**config.mk**
```make
export PLATFORM = sky130hd
export DESIGN_NAME = sdram_init_refresh_seq
export DESIGN_NICKNAME = d
export VERILOG_FILES = /design/src/rtl/sdram_seq_pkg.sv /design/src/rtl/seq_phase_timer.sv /design/src/rtl/refresh_interval_timer.sv /design/src/rtl/sdram_cmd_encode.sv /design/src/rtl/sdram_init_refresh_seq.sv
export SDC_FILE = /design/constraint.sdc
export NUM_CORES = 1
export LEC_CHECK = 0
export ABC_AREA = 0
export BUFFER_PORTS_ARGS = -buffer_cell sky130_fd_sc_hd__buf_2
export CAP_MARGIN = 20
export CORE_UTILIZATION = 55
export CTS_CLUSTER_SIZE = 28
export DETAILED_ROUTE_END_ITERATION = 10
export PLACE_DENSITY_LB_ADDON = 0.1
export SETUP_SLACK_MARGIN = 0.02
export SYNTH_ARGS = -nofsm -noshare
export SYNTH_HDL_FRONTEND = slang
export SYNTH_SLANG_ARGS = --single-unit
```
**constraint.sdc**
```tcl
create_clock -name clk -period 2.5 [get_ports clk]
set_input_delay 0.375 -clock clk [delete_from_list [all_inputs] [get_ports clk]]
set_output_delay 0.375 -clock clk [all_outputs]
set_load 0.005 [all_outputs]
```
**src/rtl/sdram_seq_pkg.sv**
```systemverilog
// Shared encodings for the SDRAM start-up and refresh sequencer.
// The command enum packs {cs_n, ras_n, cas_n, we_n} into four bits.
package sdram_seq_pkg;

    typedef enum logic [3:0] {
        CMD_MRS = 4'b0000,
        CMD_REF = 4'b0001,
        CMD_PRE = 4'b0010,
        CMD_NOP = 4'b0111
    } sdram_cmd_e;

    typedef enum logic [3:0] {
        ST_PAUSE,   // power-up wait
        ST_PRE,     // precharge-all issue
        ST_TRP,     // precharge recovery
        ST_MRS,     // mode-set issue
        ST_MRD,     // mode-set recovery
        ST_IREF,    // start-up refresh issue
        ST_ITRC,    // start-up refresh recovery
        ST_IDLE,    // normal operation, waiting
        ST_REF,     // periodic refresh issue
        ST_TRC      // periodic refresh recovery
    } seq_state_e;

endpackage

```
**src/rtl/seq_phase_timer.sv**
```systemverilog
// Phase timer: counts the cycles spent in the current sequencer phase.
// Assumes: the owner changes phase exactly when phase_last is high, so the
// count restarts from zero on every phase change.
module seq_phase_timer #(
    parameter int CNT_W = 8
) (
    input  logic             clk,
    input  logic             rst_n,
    input  logic [CNT_W-1:0] last_val,
    output logic             phase_last
);

    logic [CNT_W-1:0] cnt;

    assign phase_last = (cnt == last_val);

    // Count up within a phase; clear on the final cycle of the phase.
    always_ff @(posedge clk) begin
        if (!rst_n || phase_last) begin
            cnt <= '0;
        end else begin
            cnt <= cnt + 1'b1;
        end
    end

    // The count must never run past the limit of the current phase.
    assert_cnt_in_bound_R1: assert property (@(posedge clk) disable iff (!rst_n)
        cnt <= last_val);

endmodule

```
**src/rtl/refresh_interval_timer.sv**
```systemverilog
// Refresh interval timer: raises a request once every REF_INTERVAL cycles
// while run is high. The request is dropped when issue reports that a
// refresh is on the bus, except when a new interval expires at that edge.
// Assumes: run stays high once normal operation has started.
module refresh_interval_timer #(
    parameter int REF_INTERVAL = 1560
) (
    input  logic clk,
    input  logic rst_n,
    input  logic run,
    input  logic issue,
    output logic ref_req
);

    localparam int IVL_W = (REF_INTERVAL > 1) ? $clog2(REF_INTERVAL) : 1;

    logic [IVL_W-1:0] ivl;
    logic             tick;

    assign tick = run && (ivl == IVL_W'(REF_INTERVAL - 1));

    // Interval counter: idle at zero until run, then wraps every interval.
    always_ff @(posedge clk) begin
        if (!rst_n || !run || tick) begin
            ivl <= '0;
        end else begin
            ivl <= ivl + 1'b1;
        end
    end

    // Request flag: set on expiry, cleared on issue; expiry wins a tie.
    always_ff @(posedge clk) begin
        if (!rst_n) begin
            ref_req <= 1'b0;
        end else if (tick) begin
            ref_req <= 1'b1;
        end else if (issue) begin
            ref_req <= 1'b0;
        end
    end

    assert_req_drops_on_issue_R10: assert property (@(posedge clk) disable iff (!rst_n)
        $fell(ref_req) |-> $past(issue));

    assert_req_only_when_running_R8: assert property (@(posedge clk) disable iff (!rst_n)
        $rose(ref_req) |-> $past(run));

endmodule

```
**src/rtl/sdram_cmd_encode.sv**
```systemverilog
// Command encoder: maps the sequencer phase onto the SDRAM command pins.
// Assumes: ADDR_W > PRE_ALL_BIT; mode_val is stable while in ST_MRS.
module sdram_cmd_encode
    import sdram_seq_pkg::*;
#(
    parameter int ADDR_W      = 11,
    parameter int BANK_W      = 1,
    parameter int PRE_ALL_BIT = 10
) (
    input  seq_state_e        state,
    input  logic [ADDR_W-1:0] mode_val,
    output sdram_cmd_e        cmd,
    output logic [ADDR_W-1:0] addr,
    output logic [BANK_W-1:0] ba
);

    // Decode the phase into a command word and its address/bank operands.
    always_comb begin
        cmd  = CMD_NOP;
        addr = '0;
        ba   = '0;
        unique case (state)
            ST_PRE: begin
                cmd               = CMD_PRE;
                addr[PRE_ALL_BIT] = 1'b1;
            end
            ST_MRS: begin
                cmd  = CMD_MRS;
                addr = mode_val;
            end
            ST_IREF, ST_REF: cmd = CMD_REF;
            default: cmd = CMD_NOP;
        endcase
    end

endmodule

```
**src/rtl/sdram_init_refresh_seq.sv**
```systemverilog
// SDRAM start-up and refresh sequencer (top).
// Runs pause -> precharge-all -> mode-set -> INIT_REFS refreshes, each
// followed by its NOP recovery gap, then raises init_done and serves
// periodic refresh requests through a request/grant handshake.
// Assumes: TRP_CYC, MRD_CYC and TRC_CYC are at least 1; PAUSE_CYC and
// INIT_REFS are at least 1; an external arbiter owns the bus whenever
// this block shows NOP in normal operation.
module sdram_init_refresh_seq
    import sdram_seq_pkg::*;
#(
    parameter int ADDR_W       = 11,
    parameter int BANK_W       = 1,
    parameter int PAUSE_CYC    = 20000,
    parameter int TRP_CYC      = 3,
    parameter int MRD_CYC      = 2,
    parameter int TRC_CYC      = 7,
    parameter int INIT_REFS    = 8,
    parameter int REF_INTERVAL = 1560
) (
    input  logic              clk,
    input  logic              rst_n,
    input  logic [ADDR_W-1:0] mode_val,
    input  logic              ref_grant,
    output logic              sd_cs_n,
    output logic              sd_ras_n,
    output logic              sd_cas_n,
    output logic              sd_we_n,
    output logic              sd_cke,
    output logic              sd_dqm,
    output logic [BANK_W-1:0] sd_ba,
    output logic [ADDR_W-1:0] sd_addr,
    output logic              init_done,
    output logic              ref_req
);

    localparam int MAX_A   = (PAUSE_CYC > TRP_CYC) ? PAUSE_CYC : TRP_CYC;
    localparam int MAX_B   = (MRD_CYC > TRC_CYC) ? MRD_CYC : TRC_CYC;
    localparam int MAX_LEN = (MAX_A > MAX_B) ? MAX_A : MAX_B;
    localparam int CNT_W   = $clog2(MAX_LEN + 1);
    localparam int REFN_W  = (INIT_REFS > 1) ? $clog2(INIT_REFS) : 1;

    seq_state_e        state, state_nx;
    logic [CNT_W-1:0]  last_val;
    logic              phase_last;
    logic [REFN_W-1:0] ref_num;
    logic              last_init_ref;
    sdram_cmd_e        cmd;

    // Length of the current phase, as the final count value.
    always_comb begin
        unique case (state)
            ST_PAUSE:      last_val = CNT_W'(PAUSE_CYC - 1);
            ST_TRP:        last_val = CNT_W'(TRP_CYC - 1);
            ST_MRD:        last_val = CNT_W'(MRD_CYC - 1);
            ST_ITRC, ST_TRC: last_val = CNT_W'(TRC_CYC - 1);
            default:       last_val = '0;
        endcase
    end

    seq_phase_timer #(.CNT_W(CNT_W)) u_timer (
        .clk        (clk),
        .rst_n      (rst_n),
        .last_val   (last_val),
        .phase_last (phase_last)
    );

    assign last_init_ref = (ref_num == REFN_W'(INIT_REFS - 1));

    // Next phase: advance only on the final cycle of the current phase.
    always_comb begin
        state_nx = state;
        if (phase_last) begin
            unique case (state)
                ST_PAUSE: state_nx = ST_PRE;
                ST_PRE:   state_nx = ST_TRP;
                ST_TRP:   state_nx = ST_MRS;
                ST_MRS:   state_nx = ST_MRD;
                ST_MRD:   state_nx = ST_IREF;
                ST_IREF:  state_nx = ST_ITRC;
                ST_ITRC:  state_nx = last_init_ref ? ST_IDLE : ST_IREF;
                ST_IDLE:  state_nx = (ref_req && ref_grant) ? ST_REF : ST_IDLE;
                ST_REF:   state_nx = ST_TRC;
                ST_TRC:   state_nx = ST_IDLE;
                default:  state_nx = ST_PAUSE;
            endcase
        end
    end

    // Phase register; reset restarts the full start-up sequence.
    always_ff @(posedge clk) begin
        if (!rst_n) begin
            state <= ST_PAUSE;
        end else begin
            state <= state_nx;
        end
    end

    // Start-up refresh counter, stepped at the end of each recovery gap.
    always_ff @(posedge clk) begin
        if (!rst_n) begin
            ref_num <= '0;
        end else if (state == ST_ITRC && phase_last && !last_init_ref) begin
            ref_num <= ref_num + 1'b1;
        end
    end

    assign init_done = (state == ST_IDLE) || (state == ST_REF) || (state == ST_TRC);

    refresh_interval_timer #(.REF_INTERVAL(REF_INTERVAL)) u_ivl (
        .clk     (clk),
        .rst_n   (rst_n),
        .run     (init_done),
        .issue   (state == ST_REF),
        .ref_req (ref_req)
    );

    sdram_cmd_encode #(
        .ADDR_W      (ADDR_W),
        .BANK_W      (BANK_W),
        .PRE_ALL_BIT (10)
    ) u_enc (
        .state    (state),
        .mode_val (mode_val),
        .cmd      (cmd),
        .addr     (sd_addr),
        .ba       (sd_ba)
    );

    assign {sd_cs_n, sd_ras_n, sd_cas_n, sd_we_n} = cmd;
    assign sd_cke = 1'b1;
    assign sd_dqm = !init_done;

    assert_mrs_only_in_startup_R3: assert property (@(posedge clk) disable iff (!rst_n)
        (cmd == CMD_MRS) |-> !init_done);

    assert_nop_after_mrs_R4: assert property (@(posedge clk) disable iff (!rst_n)
        (cmd == CMD_MRS) |=> (cmd == CMD_NOP));

    assert_nop_after_refresh_R5: assert property (@(posedge clk) disable iff (!rst_n)
        (cmd == CMD_REF) |=> (cmd == CMD_NOP));

    assert_done_sticky_R6: assert property (@(posedge clk) disable iff (!rst_n)
        !$fell(init_done));

    assert_refresh_was_granted_R9: assert property (@(posedge clk) disable iff (!rst_n)
        (init_done && cmd == CMD_REF) |-> $past(ref_req && ref_grant));

endmodule

```
==> results of run 1 <==
==> worst max-delay path: stages, from the launching register on <==
cell,delay (ns)
dfxtp_1,0.47
nor4bb_1,0.50
a21oi_1,0.10
xnor2_1,0.20
or4_1,0.69
and3_1,0.24
==> what timing repair did <==
item / in CTS / in global routing
hold buffers: 0 / 0
resized for setup: 0 / 1
buffers inserted: 0 / 0
endpoints found under the setup margin: 0 / 10
==> where the power goes <==
part	internal [mW]	switching, mW
clock	0.339	0.185
sequential	0.546	0.00642
combinational	0.0175	0.0177
total	0.902	0.209
==> flip-flops by register name (all words and copies together), names as in the netlist <==
| register | cells |
|---|---|
| u_timer.cnt | 15 |
| u_ivl.ref_req | 1 |
| state | 4 |
| u_ivl.ivl | 11 |
| ref_num | 3 |
==> logic make-up after synthesis <==
kind of cell	count (synthesis)	synth area share, %
flops	34	36.3
buf+inv	20	5.13
other cells	2	0.400
compound gates	20	6.87
mux	9	4.80
fa+ha+maj	4	2.67
xor+xnor	25	11.7
simple gates	119	32.2
==> layout make-up <==
type                       instances  area, um2
clock buffer                       6       51.3
clock inverter                     2       60.1
fill                             293        975
inverter                           6       22.5
multi-input combinational        180       1110
sequential                        34        681
tap                               44       55.1
timing repair buffer              37        203
==> Yosys cell counts (4+ instances only) <==
cell type  number
and3_1          5
and2_1         10
o21ai_0         4
nor2_1         37
nand3_1        12
nand2b_1        6
clkbuf_1        8
a21oi_1         7
xor2_1         14
inv_1           6
nand4_1         5
xnor2_1        11
nor3_1          6
ha_1            4
mux2i_1         9
nand2_1        21
dfxtp_1        34
==> metrics by stage <==
stage	setup slack, ns	utilization, %	hold slack [ns]
4_1_cts	0.195	69.0	0.407
2_1_floorplan	0.450	-	0.418
3_3_place_gp	0.283	65.5	0.427
5_1_grt	0.0402	69.1	0.419
6_report	0.208	69.1	0.417
3_5_place_dp	0.243	65.5	0.441
==> metal layers <==
metal	track usage (%)	part of all wire (%)
met1	27.9	50
met2	34.7	45
met3	6.40	3.2
met4	7.79	1.5
met5	0	0
==> path summary, 6_finish.rpt <==
check                                from                         to  slack, ns
hold reg to reg   u_ivl.ivl[0]$_SDFF_PP0_    u_ivl.ivl[0]$_SDFF_PP0_       0.46
hold / removal                      rst_n    u_ivl.ivl[2]$_SDFF_PP0_       0.42
setup reg to reg    state[3]$_SDFFE_PN0N_  u_timer.cnt[1]$_SDFF_PP0_       0.21
setup / recovery    state[3]$_SDFFE_PN0N_  u_timer.cnt[1]$_SDFF_PP0_       0.21
==> run_results.csv, run 1 <==
group,metric,value,unit
worst_setup_path,crit_arrival,2.54,ns
min_path,hold_class,"input pin to register",
run,drv_cap,0,
clocking,cts_tree,"built",
drt,drtIter0Drc,48,
synth,synth_cells,233,
timing,min_period_over_period,91.7,%
timing,max_slew_margin,66.5,%
timing,finalSetupViolations,0,
floorplan,initial_core_util,59.5,%
worst_setup_path,worstPathRequired,2.74,ns
clocking,clock_latency,0.34,ns
synth,yosys_warnings,0,
worst_setup_path,path_class,"register to register",
global_routing,grt_max_degree,19,
power_and_ir_drop,fin_total_pwr,1.11,mW
timing,finalHoldViolations,0,
timing,skew,0.0104,ns
synth,synth_area,1880,um2
placed_design,gp_congestion,0.766,
drt,drtPass1Iterations,4,
run_status,status,"finished, final reports clean",
finish,layoutNonFillerInstCount,309,
global_routing,grt_usage,21.7,%
placed_design,placed_cells,301,
power_and_ir_drop,ir_drop,415,uV
floorplan,io_pins,34,
finish,area_growth,16.1,%
floorplan,die_h,60.4,um
power_and_ir_drop,powerDensity,510,nW/um2
timing,finalCriticalPeriod,2.29,ns
placed_design,hpwlAfterDp,2.63,mm
floorplan,placementRows,20,
global_routing,grt_pass1_vias,1383,
worst_setup_path,worstRegToRegCells,5,
drt,wl,3.56,mm
floorplan,coreArea,3150,um2
worst_setup_path,critPathCaptureType,"register",
clocking,htreeDepth,2,
finish,fin_area,2180,um2
timing,setup_tns,0,ns
placed_design,port_buffers,30,
global_routing,grt_antenna_before_repair,0,
finish,diodes,0,
clocking,cts_root_buffer,"clkbuf_4",
finish,final_common_cell,"nor2_1",
synth,ys_seq_elements,34,
placed_design,place_area,2060,um2
drt,via_per_inst,5.08,
clocking,clockBufferDepth,2,
floorplan,die_w,60.4,um
timing,max_slew.worst_pin.slew,0.498,ns
finish,final_cell_mix,"nor2_1, dfxtp_1, buf_2",
synth,synth_edf_count,0,
drt,vias,1571,
clocking,clock-sinks,34,
clocking,cts_buffers,5,
worst_setup_path,cp-start-kind,"register",
floorplan,die-area,3650,um2
synth,synth_cell_types,38,
timing,grt_setup_unrepaired,"false",
worst_setup_path,path_max_fanout,8,
power_and_ir_drop,p_leak,0.881,nW
synth,synthTopCellsByArea,"dfxtp_1, nor2_1, xor2_1, xnor2_1, mux2i_1",
drt,drcViolationCount,0,
synth,async_flop_share,0,%
clocking,clk_pin_slew,0.11,ns
synth,yosysTopAreaCell,"dfxtp_1",
drt,drt-wirelength-per-cell,11.5,um
synth,synth_top_area_share,36.3,%
finish,drive_above_1_share,19.2,%
synth,ys_seq_area_share,36.3,%
timing,max_freq,436,MHz
global_routing,grt_first_pass_wirelength,5.87,mm
min_path,holdPathStages,3,
drt,postRouteAntennaNets,0,
timing,drv_slew,0,
synth,synthFlopType,"dfxtp_1",
global_routing,grt-ovfl-total,0,
synth,avgSynthCellArea,8.05,um2
finish,finalNetCount,282,
(Power assumes the default switching activity.)
==> run 2, diff against run 1 <==
- PLACE_DENSITY: default -> 0.79
- PLACE_DENSITY_LB_ADDON: 0.1 -> default
==> run 2 against run 1 <==
  * Critical path depth stayed put
  * Routed wire length decreased by 2.4%
  * Total power is 10% lower
  * Clock-buffer cell count unchanged
  * Non-clock buffer count decreased by 2
  * Critical path type unchanged
  * Die area did not move
  * Via count rose by 1.1%
  * Maximum frequency up 0.24%
  * Flip-flop and latch count did not move
==> run_results.csv, run 2 (synthesis gave the netlist of run 1 again) <==
group,metric,value,unit
run_status,status,"finished, final reports clean",
clocking,clk_pin_slew,0.11,ns
clocking,htreeDepth,2,
global_routing,grt_antenna_before_repair,0,
worst_setup_path,cp-start-kind,"register",
clocking,cts_root_buffer,"clkbuf_4",
min_path,min_from,"rst_n",
min_path,whs_endpoint,"u_ivl.ivl[2]$_SDFF_PP0_",
worst_setup_path,critPathCaptureType,"register",
timing,max_slew.worst_pin.slew,0.561,ns
finish,final_common_cell,"nor2_1",
drt,drtPass1Iterations,4,
finish,reg_top3,"u_timer.cnt (15), u_ivl.ivl (11), state (4)",
drt,vias,1588,
clocking,clockBufferDepth,2,
power_and_ir_drop,clkPwrFrac,41.2,%
placed_design,hpwlAfterDp,2.50,mm
timing,finalHoldViolations,0,
drt,drcViolationCount,0,
worst_setup_path,worstPathRequired,2.73,ns
floorplan,io_pins,34,
power_and_ir_drop,p_int,795,uW
worst_setup_path,r2r-start,"state[3]$_SDFFE_PN0N_",
drt,postRouteAntennaNets,0,
global_routing,grt_max_degree,19,
drt,via_per_inst,5.19,
timing,skew,0.0143,ns
finish,largest_reg_flops,15,
floorplan,die-area,3650,um2
worst_setup_path,crit_arrival,2.52,ns
timing,max_slew_margin,62.3,%
finish,drive_above_1_share,18.3,%
timing,min_period_over_period,91.4,%
timing,grt_setup_unrepaired,"false",
worst_setup_path,r2r_slack,0.21,ns
worst_setup_path,reg2reg_to,"u_timer.cnt[1]$_SDFF_PP0_",
global_routing,grt_usage,20.4,%
floorplan,placementRows,20,
clocking,cts_buffers,5,
floorplan,coreArea,3150,um2
power_and_ir_drop,switching_power,200,uW
finish,fin_area,2130,um2
drt,drtIter0Drc,61,
timing,finalSetupViolations,0,
clocking,clock_latency,0.34,ns
worst_setup_path,path_max_fanout,6,
floorplan,die_h,60.4,um
worst_setup_path,worstRegToRegCells,5,
placed_design,place_area,2050,um2
drt,wl,3.48,mm
drt,drt-wirelength-per-cell,11.4,um
power_and_ir_drop,combPwrFrac,3.4,%
timing,setup_tns,0,ns
global_routing,grt-ovfl-total,0,
power_and_ir_drop,pwr-share-seq,55.5,%
timing,max_freq,437,MHz
floorplan,initial_core_util,59.5,%
power_and_ir_drop,fin_total_pwr,995,uW
power_and_ir_drop,powerDensity,466,nW/um2
power_and_ir_drop,p_sw_share,20.1,%
finish,area_growth,13.7,%
timing,whs,0.423,ns
floorplan,die_w,60.4,um
finish,regMostFlops,"u_timer.cnt",
finish,finalNetCount,280,
placed_design,post-place-ws,0.295,ns
clocking,cts_tree,"built",
power_and_ir_drop,p_leak,0.856,nW
timing,finalCriticalPeriod,2.29,ns
finish,final_cell_mix,"nor2_1, dfxtp_1, buf_2",
placed_design,gp_congestion,0.838,
clocking,clock-sinks,34,
timing,drv_slew,0,
finish,diodes,0,
clocking,cts.hold.buffers_added,0,
global_routing,grt_pass1_vias,1297,
power_and_ir_drop,ir_drop,428,uV
min_path,holdPathStages,3,
timing,setup_ws,0.214,ns
worst_setup_path,path_class,"register to register",
global_routing,grt_first_pass_wirelength,5.54,mm
placed_design,port_buffers,30,
min_path,hold_class,"input pin to register",
run,drv_cap,0,
-- run 2: power by group through the flow --
stage / Combinational, mW / Sequential [mW] / Clock (mW)
after global placement: 0.0321 / 0.564 / 0
after detailed placement: 0.0326 / 0.564 / 0
after CTS: 0.0335 / 0.552 / 0.420
final: 0.0335 / 0.552 / 0.410
after global routing: 0.0366 / 0.553 / 0.447
after floorplan: 0.0237 / 0.563 / 0
-- run 2: area by class of cell --
cell class / instances / area (um2)
clock buffer: 6 / 51.3
sequential: 34 / 681
timing repair buffer: 35 / 188
clock inverter: 1 / 30.0
inverter: 6 / 22.5
multi-input combinational: 180 / 1110
tap: 44 / 55.1
fill: 295 / 1020
-- run 2: routing by layer --
layer  up-vias  track usage, %  part of all wire, %
li1        833               -                    -
met2        23            31.4                   47
met3         4            7.25                  3.6
met4         0            7.47                  1.1
met5         -               0                    0
met1       728            26.6                   48
-- run 2: worst max path at each step --
stage	start	end	cells past startpoint
after floorplan	state[1]$_SDFFE_PN0N_	u_timer.cnt[1]$_SDFF_PP0_	7
after global placement	state[3]$_SDFFE_PN0N_	u_timer.cnt[1]$_SDFF_PP0_	5
after detailed placement	state[3]$_SDFFE_PN0N_	u_timer.cnt[1]$_SDFF_PP0_	5
after CTS	state[0]$_SDFFE_PN0N_	sd_addr[1]	6
after global routing	state[3]$_SDFFE_PN0N_	u_timer.cnt[1]$_SDFF_PP0_	5
final	state[3]$_SDFFE_PN0N_	u_timer.cnt[1]$_SDFF_PP0_	5
-- run 2: worst max-delay path, stage by stage (launching register included) --
cell,delay [ns]
dfxtp_1,0.42
nor4bb_1,0.52
a21oi_1,0.11
xnor2_1,0.20
or4_1,0.70
and3_1,0.25
-- run 2: what timing repair did --
| action | 4_1_cts | 5_1_grt |
|---|---|---|
| endpoints found under the setup margin | 0 | 10 |
| gates resized for setup | 0 | 1 |
| buffers inserted | 0 | 0 |
-- run 2: per-stage QoR --
step / cells / util, %
floorplan: 234 / -
global placement: 299 / 65.0
detailed placement: 299 / 65.0
CTS: 306 / 67.6
global route: 306 / 67.7
finish: 306 / 67.7
==> run 3, diff against run 2 <==
- CORE_UTILIZATION: 55 -> 59
- PLACE_DENSITY: 0.79 -> 0.84
- clock period: 2.5 -> 2.77 ns (I/O delays scaled with it)
==> run 3 against run 2 <==
  * Clock-buffer cell count is 1 higher
  * Hold slack better by 0.032 ns
  * Clock power fell by 30%
  * Register-to-register slack better by 0.02 ns
  * Non-clock buffer count down 4
  * Flip-flop and latch count is the same
  * Via count decreased by 0.50%
  * Cell count fell by 0.98%
==> run_results.csv, run 3 (synthesis gave the netlist of run 1 again) <==
group,metric,value,unit
drt,drcViolationCount,0,
clocking,post-cts-setup-buffers,0,
global_routing,grt_usage,22.9,%
finish,finalNetCount,276,
placed_design,port_buffers,30,
timing,grt_setup_unrepaired,"false",
timing,max_slew.worst_pin.slew,0.605,ns
worst_setup_path,crit_arrival,2.78,ns
clocking,cts_buffers,5,
worst_setup_path,critPathCaptureType,"register",
placed_design,place_area,2020,um2
finish,fin_area,2080,um2
clocking,htreeDepth,2,
floorplan,die-area,3410,um2
drt,postRouteAntennaNets,0,
clocking,cts_resized,0,
finish,final_cell_mix,"nor2_1, dfxtp_1, buf_2",
timing,max_slew_margin,59.6,%
clocking,clock-sinks,34,
power_and_ir_drop,powerDensity,391,nW/um2
timing,setup_tns,0,ns
timing,min_period_over_period,91.7,%
timing,max_freq,394,MHz
timing,skew,0.0113,ns
drt,vias,1580,
worst_setup_path,critPathTopFamily,"simple AND/OR/NAND/NOR gates",
power_and_ir_drop,p_leak,0.826,nW
timing,whs,0.455,ns
floorplan,die_w,58.4,um
worst_setup_path,path_class,"register to register",
floorplan,io_pins,34,
drt,via_per_inst,5.21,
drt,drtIter0Drc,131,
finish,layoutNonFillerInstCount,303,
worst_setup_path,critPathMaxStageDelay,0.68,ns
finish,drive_above_1_share,16.6,%
global_routing,grt_pass1_vias,1445,
clocking,clock_latency,0.34,ns
worst_setup_path,path_max_fanout,15,
global_routing,grt_first_pass_wirelength,5.99,mm
timing,finalCriticalPeriod,2.54,ns
finish,final_common_cell,"nor2_1",
drt,wl,3.55,mm
min_path,hold_class,"register to register",
drt,drt-wirelength-per-cell,11.7,um
finish,fillers,254,
power_and_ir_drop,ir_drop,332,uV
timing,finalSetupViolations,0,
placed_design,placed_cells,295,
global_routing,grt-ovfl-total,0,
floorplan,coreArea,3030,um2
run,drv_cap,0,
worst_setup_path,cp-start-kind,"register",
floorplan,initial_core_util,62.0,%
timing,finalHoldViolations,0,
worst_setup_path,worstPathRequired,3.01,ns
finish,area_growth,10.8,%
worst_setup_path,cp_slowest_cell,"or4_1",
clocking,clk_pin_slew,0.10,ns
clocking,cts_root_buffer,"clkbuf_4",
floorplan,placementRows,20,
finish,regMostFlops,"u_timer.cnt",
global_routing,grt_antenna_before_repair,0,
clocking,clockBufferDepth,2,
floorplan,die_h,58.4,um
timing,drv_slew,0,
clocking,cts.hold.buffers_added,0,
worst_setup_path,crit_buf_inv,0,
finish,reg_top3,"u_timer.cnt (15), u_ivl.ivl (11), state (4)",
run_status,status,"finished, final reports clean",
placed_design,gp_congestion,0.799,
worst_setup_path,cp_cell_sequence,"nor4bb_1 > a21oi_1 > xnor2_1 > or4_1 > and3_1",
global_routing,grt_max_degree,20,
drt,drtPass1Iterations,4,
clocking,cts_tree,"built",
finish,largest_reg_flops,15,
finish,post-route-util,68.7,%
finish,diodes,0,
placed_design,hpwlAfterDp,2.53,mm
run 3: cell count changes in the layout (fill, tap and decap cells not counted):
cell       before  now
nor2_2          1    0
clkinv_2        0    1
bufinv_16       1    0
clkbuf_1        0    1
nor2_1         36   37
buf_4           5    1
run 3: worst reg2reg max path: stages, from the launching register on:
cell	delay (ns)
dfxtp_1	0.61
nor4bb_1	0.60
a21oi_1	0.12
xnor2_1	0.20
or4_1	0.68
and3_1	0.24
run 3: area by class of cell:
type                    count  area, um2  share of cell area [%]
clock buffers               7       55.1                    2.65
multi-input cells         180       1100                    53.1
clock inverters             1       5.00                   0.241
inverters                   6       22.5                    1.08
repair buffers             31        158                    7.58
well taps                  44       55.1                    2.65
flip-flops and latches     34        681                    32.7
run 3: worst paths after layout:
kind                                         startpoint                   endpoint  slack (ns)  cells after the start
worst max-delay path              state[3]$_SDFFE_PN0N_  u_timer.cnt[1]$_SDFF_PP0_        0.23                      5
worst min-delay path            u_ivl.ivl[0]$_SDFF_PP0_    u_ivl.ivl[0]$_SDFF_PP0_        0.45                      1
worst max register to register    state[3]$_SDFFE_PN0N_  u_timer.cnt[1]$_SDFF_PP0_        0.23                      5
worst min register to register  u_ivl.ivl[0]$_SDFF_PP0_    u_ivl.ivl[0]$_SDFF_PP0_        0.45                      1
run 3: per-stage QoR:
stage                     worst slack [ns]  power [mW]
after floorplan                      0.720       0.529
after global placement               0.431       0.538
after CTS                            0.279       0.820
after global routing                0.0680       0.849
after detailed placement             0.304       0.539
final                                0.230       0.813
run 3: per-layer routing:
layer  wire, um  track usage (%)  vias to the layer above
li1           -                -                      828
met1       1670             27.1                      731
met2       1740             39.7                       15
met3         85             6.59                        6
met4         52             8.16                        0
met5          0                0                        -
run 3: where the power goes:
part	switching (mW)	internal (mW)	total [mW]	leakage, nW
combinational	0.0146	0.0145	0.0291	0.516
clock	0.163	0.123	0.286	0.0353
sequential	0.00549	0.492	0.498	0.274
total	0.183	0.630	0.813	0.826
